<file path="config.mk">
export PLATFORM = sky130hd
export DESIGN_NAME = wcs_detect
export DESIGN_NICKNAME = d
export VERILOG_FILES = /design/src/rtl/wcs_detect.sv
export SDC_FILE = /design/constraint.sdc
export NUM_CORES = 1
export LEC_CHECK = 0
export ABC_AREA = 1
export BUFFER_PORTS_ARGS = -buffer_cell sky130_fd_sc_hd__buf_2
export CAP_MARGIN = 20
export CORE_ASPECT_RATIO = 1.75
export CORE_MARGIN = 5
export CORE_UTILIZATION = 35
export CTS_CLUSTER_SIZE = 12
export DETAILED_ROUTE_END_ITERATION = 10
export GPL_TIMING_DRIVEN = 0
export PLACE_DENSITY = 0.68
export SYNTH_ARGS = -nofsm -noshare
export SYNTH_HDL_FRONTEND = slang
export SYNTH_SLANG_ARGS = --single-unit
</file>
<file path="constraint.sdc">
create_clock -name clk -period 1.45 [get_ports clk]
set_input_delay 0.145 -clock clk [delete_from_list [all_inputs] [get_ports clk]]
set_output_delay 0.145 -clock clk [all_outputs]
set_load 0.02 [all_outputs]
</file>
<file path="src/rtl/wcs_detect.sv">
module wcs_detect #(
  parameter int AW      = 19,
  parameter int TMO_CYC = 4096
) (
  input  logic          clk,
  input  logic          rst_n,
  input  logic          start,
  input  logic [1:0]    method,
  input  logic [AW-1:0] addr,
  input  logic [7:0]    exp_data,
  output logic          rd_req,
  output logic [AW-1:0] rd_addr,
  input  logic          rd_ack,
  input  logic [7:0]    rd_data,
  output logic          busy,
  output logic          done,
  output logic          pass
);
  localparam int TW = $clog2(TMO_CYC + 1);

  typedef enum logic [1:0] {S_IDLE, S_REQ, S_WAIT} st_t;

  st_t           st;
  logic [1:0]    mode_q;
  logic [AW-1:0] addr_q;
  logic [7:0]    exp_q, prev_q;
  logic          have_prev, confirming;
  logic [1:0]    conf_left;
  logic [TW-1:0] tmo_cnt;
  logic          done_q, pass_q;
  logic          stopped, match, ack_now, tmo_hit, fin, fin_pass;

  assign busy    = (st != S_IDLE);
  assign rd_req  = (st == S_REQ);
  assign rd_addr = addr_q;
  assign done    = done_q;
  assign pass    = pass_q;
  assign match   = (rd_data == exp_q);
  assign ack_now = (st == S_WAIT) && rd_ack;
  assign tmo_hit = (tmo_cnt == TW'(TMO_CYC - 1));

  always_comb begin
    case (mode_q)
      2'd0:    stopped = (rd_data[7] == exp_q[7]);
      2'd1:    stopped = have_prev && (rd_data[6] == prev_q[6]);
      default: stopped = have_prev && (rd_data == prev_q);
    endcase
  end

  always_comb begin
    fin      = 1'b0;
    fin_pass = 1'b0;
    if (ack_now) begin
      if (confirming) begin
        if (!match) fin = 1'b1;
        else if (conf_left == 2'd1) begin
          fin      = 1'b1;
          fin_pass = 1'b1;
        end
      end else if (stopped && match) begin
        fin      = 1'b1;
        fin_pass = 1'b1;
      end
    end
  end

  always_ff @(posedge clk) begin
    if (!rst_n) begin
      st         <= S_IDLE;
      mode_q     <= 2'd0;
      addr_q     <= '0;
      exp_q      <= 8'h00;
      prev_q     <= 8'h00;
      have_prev  <= 1'b0;
      confirming <= 1'b0;
      conf_left  <= 2'd0;
      tmo_cnt    <= '0;
      done_q     <= 1'b0;
      pass_q     <= 1'b0;
    end else begin
      done_q <= 1'b0;
      if (st == S_IDLE) begin
        if (start) begin
          mode_q     <= method;
          addr_q     <= addr;
          exp_q      <= exp_data;
          have_prev  <= 1'b0;
          confirming <= 1'b0;
          conf_left  <= 2'd0;
          tmo_cnt    <= '0;
          pass_q     <= 1'b0;
          st         <= S_REQ;
        end
      end else begin
        tmo_cnt <= tmo_cnt + 1'b1;
        if (fin || tmo_hit) begin
          st     <= S_IDLE;
          done_q <= 1'b1;
          pass_q <= fin && fin_pass;
        end else if (st == S_REQ) begin
          st <= S_WAIT;
        end else if (ack_now) begin
          st <= S_REQ;
          if (confirming) begin
            conf_left <= conf_left - 2'd1;
          end else if (stopped) begin
            confirming <= 1'b1;
            conf_left  <= 2'd2;
          end else begin
            prev_q    <= rd_data;
            have_prev <= 1'b1;
          end
        end
      end
    end
  end

  AST_IDLE_NO_REQ: assert property (@(posedge clk) disable iff (!rst_n) !busy |-> !rd_req);
  AST_REQ_PULSE: assert property (@(posedge clk) disable iff (!rst_n) rd_req |=> !rd_req);
  AST_ACK_AFTER_REQ: assert property (@(posedge clk) disable iff (!rst_n) rd_ack |-> $past(rd_req));
  AST_ADDR_HELD: assert property (@(posedge clk) disable iff (!rst_n) busy |=> (!busy || $stable(rd_addr)));
  AST_DONE_PULSE: assert property (@(posedge clk) disable iff (!rst_n) done |=> !done);
  AST_DONE_IDLE: assert property (@(posedge clk) disable iff (!rst_n) done |-> !busy);
  AST_PASS_HELD: assert property (@(posedge clk) disable iff (!rst_n) (!done && !busy && !$rose(busy)) |-> $stable(pass));
  AST_TMO_BOUND: assert property (@(posedge clk) disable iff (!rst_n) busy |-> (tmo_cnt < TW'(TMO_CYC)));
  AST_CONF_RANGE: assert property (@(posedge clk) disable iff (!rst_n) confirming |-> (conf_left != 2'd0));
endmodule

</file>
# After elaboration in Yosys (flattened, before gate mapping)
# Cells that the tools add are included.
# Widths: inputs -> output; s select.
[word_totals] out_inout_bits=23 regBits=58 in_bits=41 elab_cells=93
[op_classes] bitwise_logic=6 n_mux=39 addsub=2 reduce_logical=21 eq_ne=14
[ops] op="$mux 13" n=2
[ops] op="$mux 1" n=24
[ops] op="$mux 2" n=12
[ops] op="$eq 8x8->1" n=2
[ops] op="$add 13x1->13 const B" n=1
[ops] op="$eq 13x12->1 const B" n=1
[ops] op="$reduce_and 6->1" n=2
[ops] op="$eq 2x1->1 const B" n=3
[ops] op="$ne 2x1->1 const B" n=3
[ops] op="$not 1->1" n=6
[ops] op="$reduce_and 2->1" n=3
[ops] op="$reduce_bool 2->1" n=3
[ops] op="$logic_and 1x1->1" n=5
[ops] op="$reduce_and 5->1" n=1
[ops] op="$logic_not 2->1" n=2
[ops] op="$ne 2x2->1 const B" n=2
[ops] op="$reduce_and 4->1" n=1
[ops] op="$reduce_bool 4->1" n=1
[ops] op="$reduce_bool 3->1" n=1
[ops] op="$eq 1x1->1" n=2
[ops] op="$eq 2x2->1 const B" n=1
[ops] op="$pmux 1 s2" n=1
[ops] op="$reduce_or 2->1" n=1
[ops] op="$sub 2x1->2 const B" n=1
[ops] op="$logic_or 1x1->1" n=1

# Logic depth before layout (Yosys ltp)
[depth] word_depth=10 depth_mapped=15 depth_no_buf=15

# Least setup slack after synthesis
# Ideal clock, no wire load.
[synth_timing] path_kind="flip-flop to flip-flop" start="register mode_q[0]" end="register conf_left[1]" stages_incl_launch_ff=12 arrival_ns=1.220 slack_ns=0.097 required_ns=1.316 cell_sequence="dfxtp_1 or2_1 nor2_1 a21oi_1 nand2_2 nand2_2 nand2_2 nand2_4 nand2_4 nand3_2 nand2_1 a21oi_2"
[synth_via] elab_chain_len=9 elab_cells_between_ends=11 cone_classes="eq/ne (2); mux (4); reduce/logical (5)"
[synth_rtl] element="start: declaration" line="24" rtl="logic [1:0] mode_q;"
[synth_rtl] element="start signal: assignment" line="84" rtl="mode_q <= method;"
[synth_rtl] element="$eq 2x1->1 / $logic_not 2->1 (equally long branches)" line="43" rtl="case (mode_q)"
[synth_rtl] element="$pmux 1 s2 *" line="43"
[synth_rtl] element="$logic_and 1x1->1" line="60" rtl="end else if (stopped && match) begin"
[synth_rtl] element="$mux 1" line="60"
[synth_rtl] element="$mux 1" line="54" rtl="if (confirming) begin"
[synth_rtl] element="$mux 1" line="53" rtl="if (ack_now) begin"
[synth_rtl] element="$logic_or 1x1->1" line="96" rtl="if (fin || tmo_hit) begin"
[synth_rtl] element="$ne 2x2->1 (no line)"
[synth_rtl] element="$reduce_and 5->1 (no line) *"
[synth_rtl] element="end signal: assignment" line="105" rtl="conf_left <= conf_left - 2'd1;"
[synth_rtl] element="end: declaration" line="28" rtl="logic [1:0] conf_left;"
# Mark *: on every way between the ends. The rest lies on a longest branch, timed or not.
# A chain may end at the register's enable or synchronous reset.

# Worst setup path after layout
[layout_timing] start="register prev_q[6]" end="register conf_left[1]"
[layout_via] elab_chain_len=10 elab_cells_between_ends=13 cone_classes="eq/ne (3); mux (4); reduce/logical (6)"
[layout_rtl] element="start: declaration" line="26" rtl="logic [7:0] exp_q, prev_q;"
[layout_rtl] element="start signal: assignment" line="110" rtl="prev_q <= rd_data;"
[layout_rtl] element="$eq 8x8->1 / $eq 1x1->1 (equally long branches)" line="46, 45"
[layout_rtl] element="$logic_and 1x1->1 (on tied branches)" line="46, 45"
[layout_rtl] element="$pmux 1 s2 *" line="43"
[layout_rtl] element="$logic_and 1x1->1" line="60"
[layout_rtl] element="$mux 1" line="60"
[layout_rtl] element="$mux 1" line="54"
[layout_rtl] element="$mux 1" line="53"
[layout_rtl] element="$logic_or 1x1->1" line="96"
[layout_rtl] element="$ne 2x2->1 (no line)"
[layout_rtl] element="$reduce_and 5->1 (no line) *"
# Marked as above.

==> summary.txt <==
Synthesis
  • Sequential area share after synthesis: 43.4%
  • Compound-Gate Fraction of Synth Area: roughly 16%
  • Post-synth top area share: 43.4%
  • Largest family of logic cells by synthesized area: simple AND/OR/NAND/NOR gates
  • Synth Area in Adders: 0.936%
  • Synth Instances: 369
  • Syn_area_per_cell: ~7.2 sq um
  • Mux cell area share after synthesis: 0%
  • Number of synthesized flops with an enable pin: 0
  • Synth cell types: 35
  • Synth Area in XOR/XNOR: 1.64%
  • Area leader, netlist: dfxtp_1
  • Synthesized area: 0.00267 sq mm
  • Fraction of registers with async set/reset: 0%
  • Primary FF master, synth: dfxtp_1
  • Flops & latches, synth: between 50 and 60
  • Synth area leaders: dfxtp_1 (43%), nand2_1 (9.7%), nor2_1 (8.8%)
  • Simple-Gate Fraction of Synth Area: 29.2%
  • Post-Syn Nets: 412
  • Syn. warnings: 0

Placed design
  • I/O Buffers: 62
  • Post-place setup slack: -0.204 ns
  • GP Congestion: 0.805
  • Placed Cells: approximately 520
  • Placed cell areas: 0.00309 sq mm
  • DP HPWL: 5.16 mm

Layout
  • Final Instance Area: ~0.0037 sq mm
  • P&R area growth vs syn: 40.2%
  • Fraction of layout cells with a size suffix above 1: 40.7%
  • Final Net Count: 499
  • Diodes inserted: 0
  • Finished Layout Cells: 548
  • Layout Utilization: 49.9%

Die
  • I/O pin count: 64
  • Area of the core: roughly 0.0075 sq mm
  • Chip width: 76.1 um
  • Row cnt: 42
  • DIE HEIGHT: 126 um
  • Initial Util: between 30% and 40%
  • Overall die area: roughly 0.0096 sq mm

Drt
  • Routed wire per std cell: 13.2 um
  • Detailed Route WL: just over 7 mm
  • First-pass detailed-route iteration total: 4
  • Via-to-Cell Ratio: 4.84
  • Routed vias: 2651
  • Residual DRC: 0
  • Post-DRT Antenna Nets: 0
  • DR iter-0 viols: 111

Global routing
  • First-pass GRT wire length: 11.7 mm
  • Largest net degree at the start of global routing: 11
  • Met2 usage: 27.9%
  • Total gr overflow: 0
  • Initial antenna violation count: 0
  • Routing usage on met3: under 10%
  • GRT Util Overall: 15.3%
  • Gr busiest metal: met2
  • Grt met1 use: 15.5%
  • Vias in the first global route: 2526

Power
  • Total chip power: 6.09 mW
  • Leakage: about 1.7 nW
  • Peak VDD IR: approximately 0.00072 V
  • Pwr dens: approximately 1600 mW/mm^2

Timing
  • Max Freq: 0.652 GHz
  • Final hold slack: 0.0415 ns
  • Max Transition Viols Final: 0
  • Final count of hold timing violations: 0
  • Final min period: between 1.5 and 2 ns
  • Slew @ Worst Pin: between 0.6 and 0.7 ns
  • # setup viols final: 10
  • Post-route setup slack: -0.0846 ns
  • Share of the clock period used by the worst path: 106%
  • Max-slew headroom: 58.7%
  • Skew final: about 0.0068 ns
  • RSZ-0062 raised after global routing: yes
  • Setup TNS: -0.535 ns

Worst setup path
  • Path depth of the worst reg2reg path: 12
  • R2R Path End: conf_left[1]
  • Reg-to-reg slack, setup: -0.08 ns
  • Slowest cell on the critical path: dfxtp_1
  • Sequence of cells on the critical path: inv_1, or2_1, nand3_1, a21oi_2, nand2_2, nand2_2, nand2_2, nand2_4, nand2_8, nand3_4, nand2_1, a21oi_2
  • Crit end category: flip-flop
  • Worst-path fanout max: 7
  • CP top delay family: simple AND/OR/NAND/NOR gates
  • Critical Path RT: 1.64 ns
  • CP most frequent cell: nand2_2
  • CP bufs+invs: 1
  • Critical path class: flip-flop to flip-flop
  • Worst Setup SP: prev_q[6]
  • FF-to-FF Start: prev_q[6]
  • Crit-path max cell delay: around 0.31 ns
  • Critical path startpoint category: flip-flop
  • Setup crit end: conf_left[1]
  • CP Depth: 12
  • Critical path arrival: 1.72 ns

Clock network
  • CTS buffer count: 9
  • Worst-Skew Late Latency: 0.32 ns
  • TritonCTS clock tree: done
  • Clock buffer depth: 2
  • Clk sinks: 58
  • Clock transition at path regs: 0.05 ns
  • H-tree lvl count: 3
  • CTS Hold Buffers Added: 0
  • Clock Root Buffer: clkbuf_16

Run
  • Max Cap Viol: 0

Outcome
  • Failing checks: negative setup slack
  • Status: finished with violations

Hold path
  • HP Class: input pin to flip-flop
  • Hold path depth: 3
## power by group
part	internal, mW	leakage, nW	switching (mW)	total, mW
Sequential	1.86	0.485	0.171	2.03
Clock	1.59	0.156	0.684	2.27
Combinational	0.691	1.07	1.10	1.79
## layer usage
metal / up-vias / part of all wire [%]
met4: 0 / 2.6
li1: 1359 / -
met1: 1206 / 36
met2: 67 / 56
met3: 19 / 4.7
met5: - / 0
## cell families (layout without fill, tap and decap cells)
group / after synthesis / count (layout)
compound gates: 78 / 78
simple gates: 170 / 170
flops: 58 / 58
xor+xnor: 5 / 5
fa+ha+maj: 2 / 2
buf+inv: 56 / 147
## repair_timing
item                       CTS  global route
setup endpoints to repair   51            48
gates resized for setup     33            53
cloned                       1             0
pin swaps                   10            17
buffers inserted             6             7
## worst min path at each step
stage | from | to | slack (ns)
6_report | addr[2] | rd_addr[2] | 0.04
3_3_place_gp | addr[1] | rd_addr[1] | 0.37
4_1_cts | addr[15] | rd_addr[15] | 0.03
3_5_place_dp | addr[17] | rd_addr[17] | 0.37
5_1_grt | addr[2] | rd_addr[2] | 0.04
2_1_floorplan | exp_data[0] | exp_q[0] | 0.28
## synth_stat cells (5+ instances only)
cell type and n:
inv_1 32, a21oi_1 22, clkbuf_1 10, a21oi_2 5, o21ai_0 39, nand3_1 12, dfxtp_1 58, nand2_2 5
nand2_1 69, nor2_1 63, inv_2 9
## cell usage in the layout (no fill, tap or decap), types with 13 or more instances in the layout
cell	n
nand2_1	58
nor2_1	60
buf_2	63
nand2_2	14
dfxtp_2	18
o21ai_0	38
dfxtp_1	37
inv_1	25
a21oi_1	20
inv_2	15
buf_4	13
## final cells by class
class | count | area, sq um
inverters | 42 | 163
clock inverters | 2 | 60.1
clock buffers | 13 | 260
flip-flops and latches | 58 | 1190
fillers | 733 | 3770
multi-input cells | 255 | 1440
well taps | 88 | 110
repair buffers | 76 | 432
plain buffers | 14 | 87.6
## flip-flops by register name (all words and copies together) (netlist names), 2 cells and up
signal / cells
rd_addr: 19
prev_q: 8
exp_q: 8
st: 2
mode_q: 2
tmo_cnt: 13
conf_left: 2
## worst register-to-register path: stages (launching register included)
cell and delay (ns):
dfxtp_1 0.31, inv_1 0.06, or2_1 0.21, nand3_1 0.09, a21oi_2 0.07, nand2_2 0.12, nand2_2 0.07, nand2_2 0.09
nand2_4 0.08, nand2_8 0.10, nand3_4 0.07, nand2_1 0.08, a21oi_2 0.05
No activity file was read; power rests on OpenSTA's default activity.
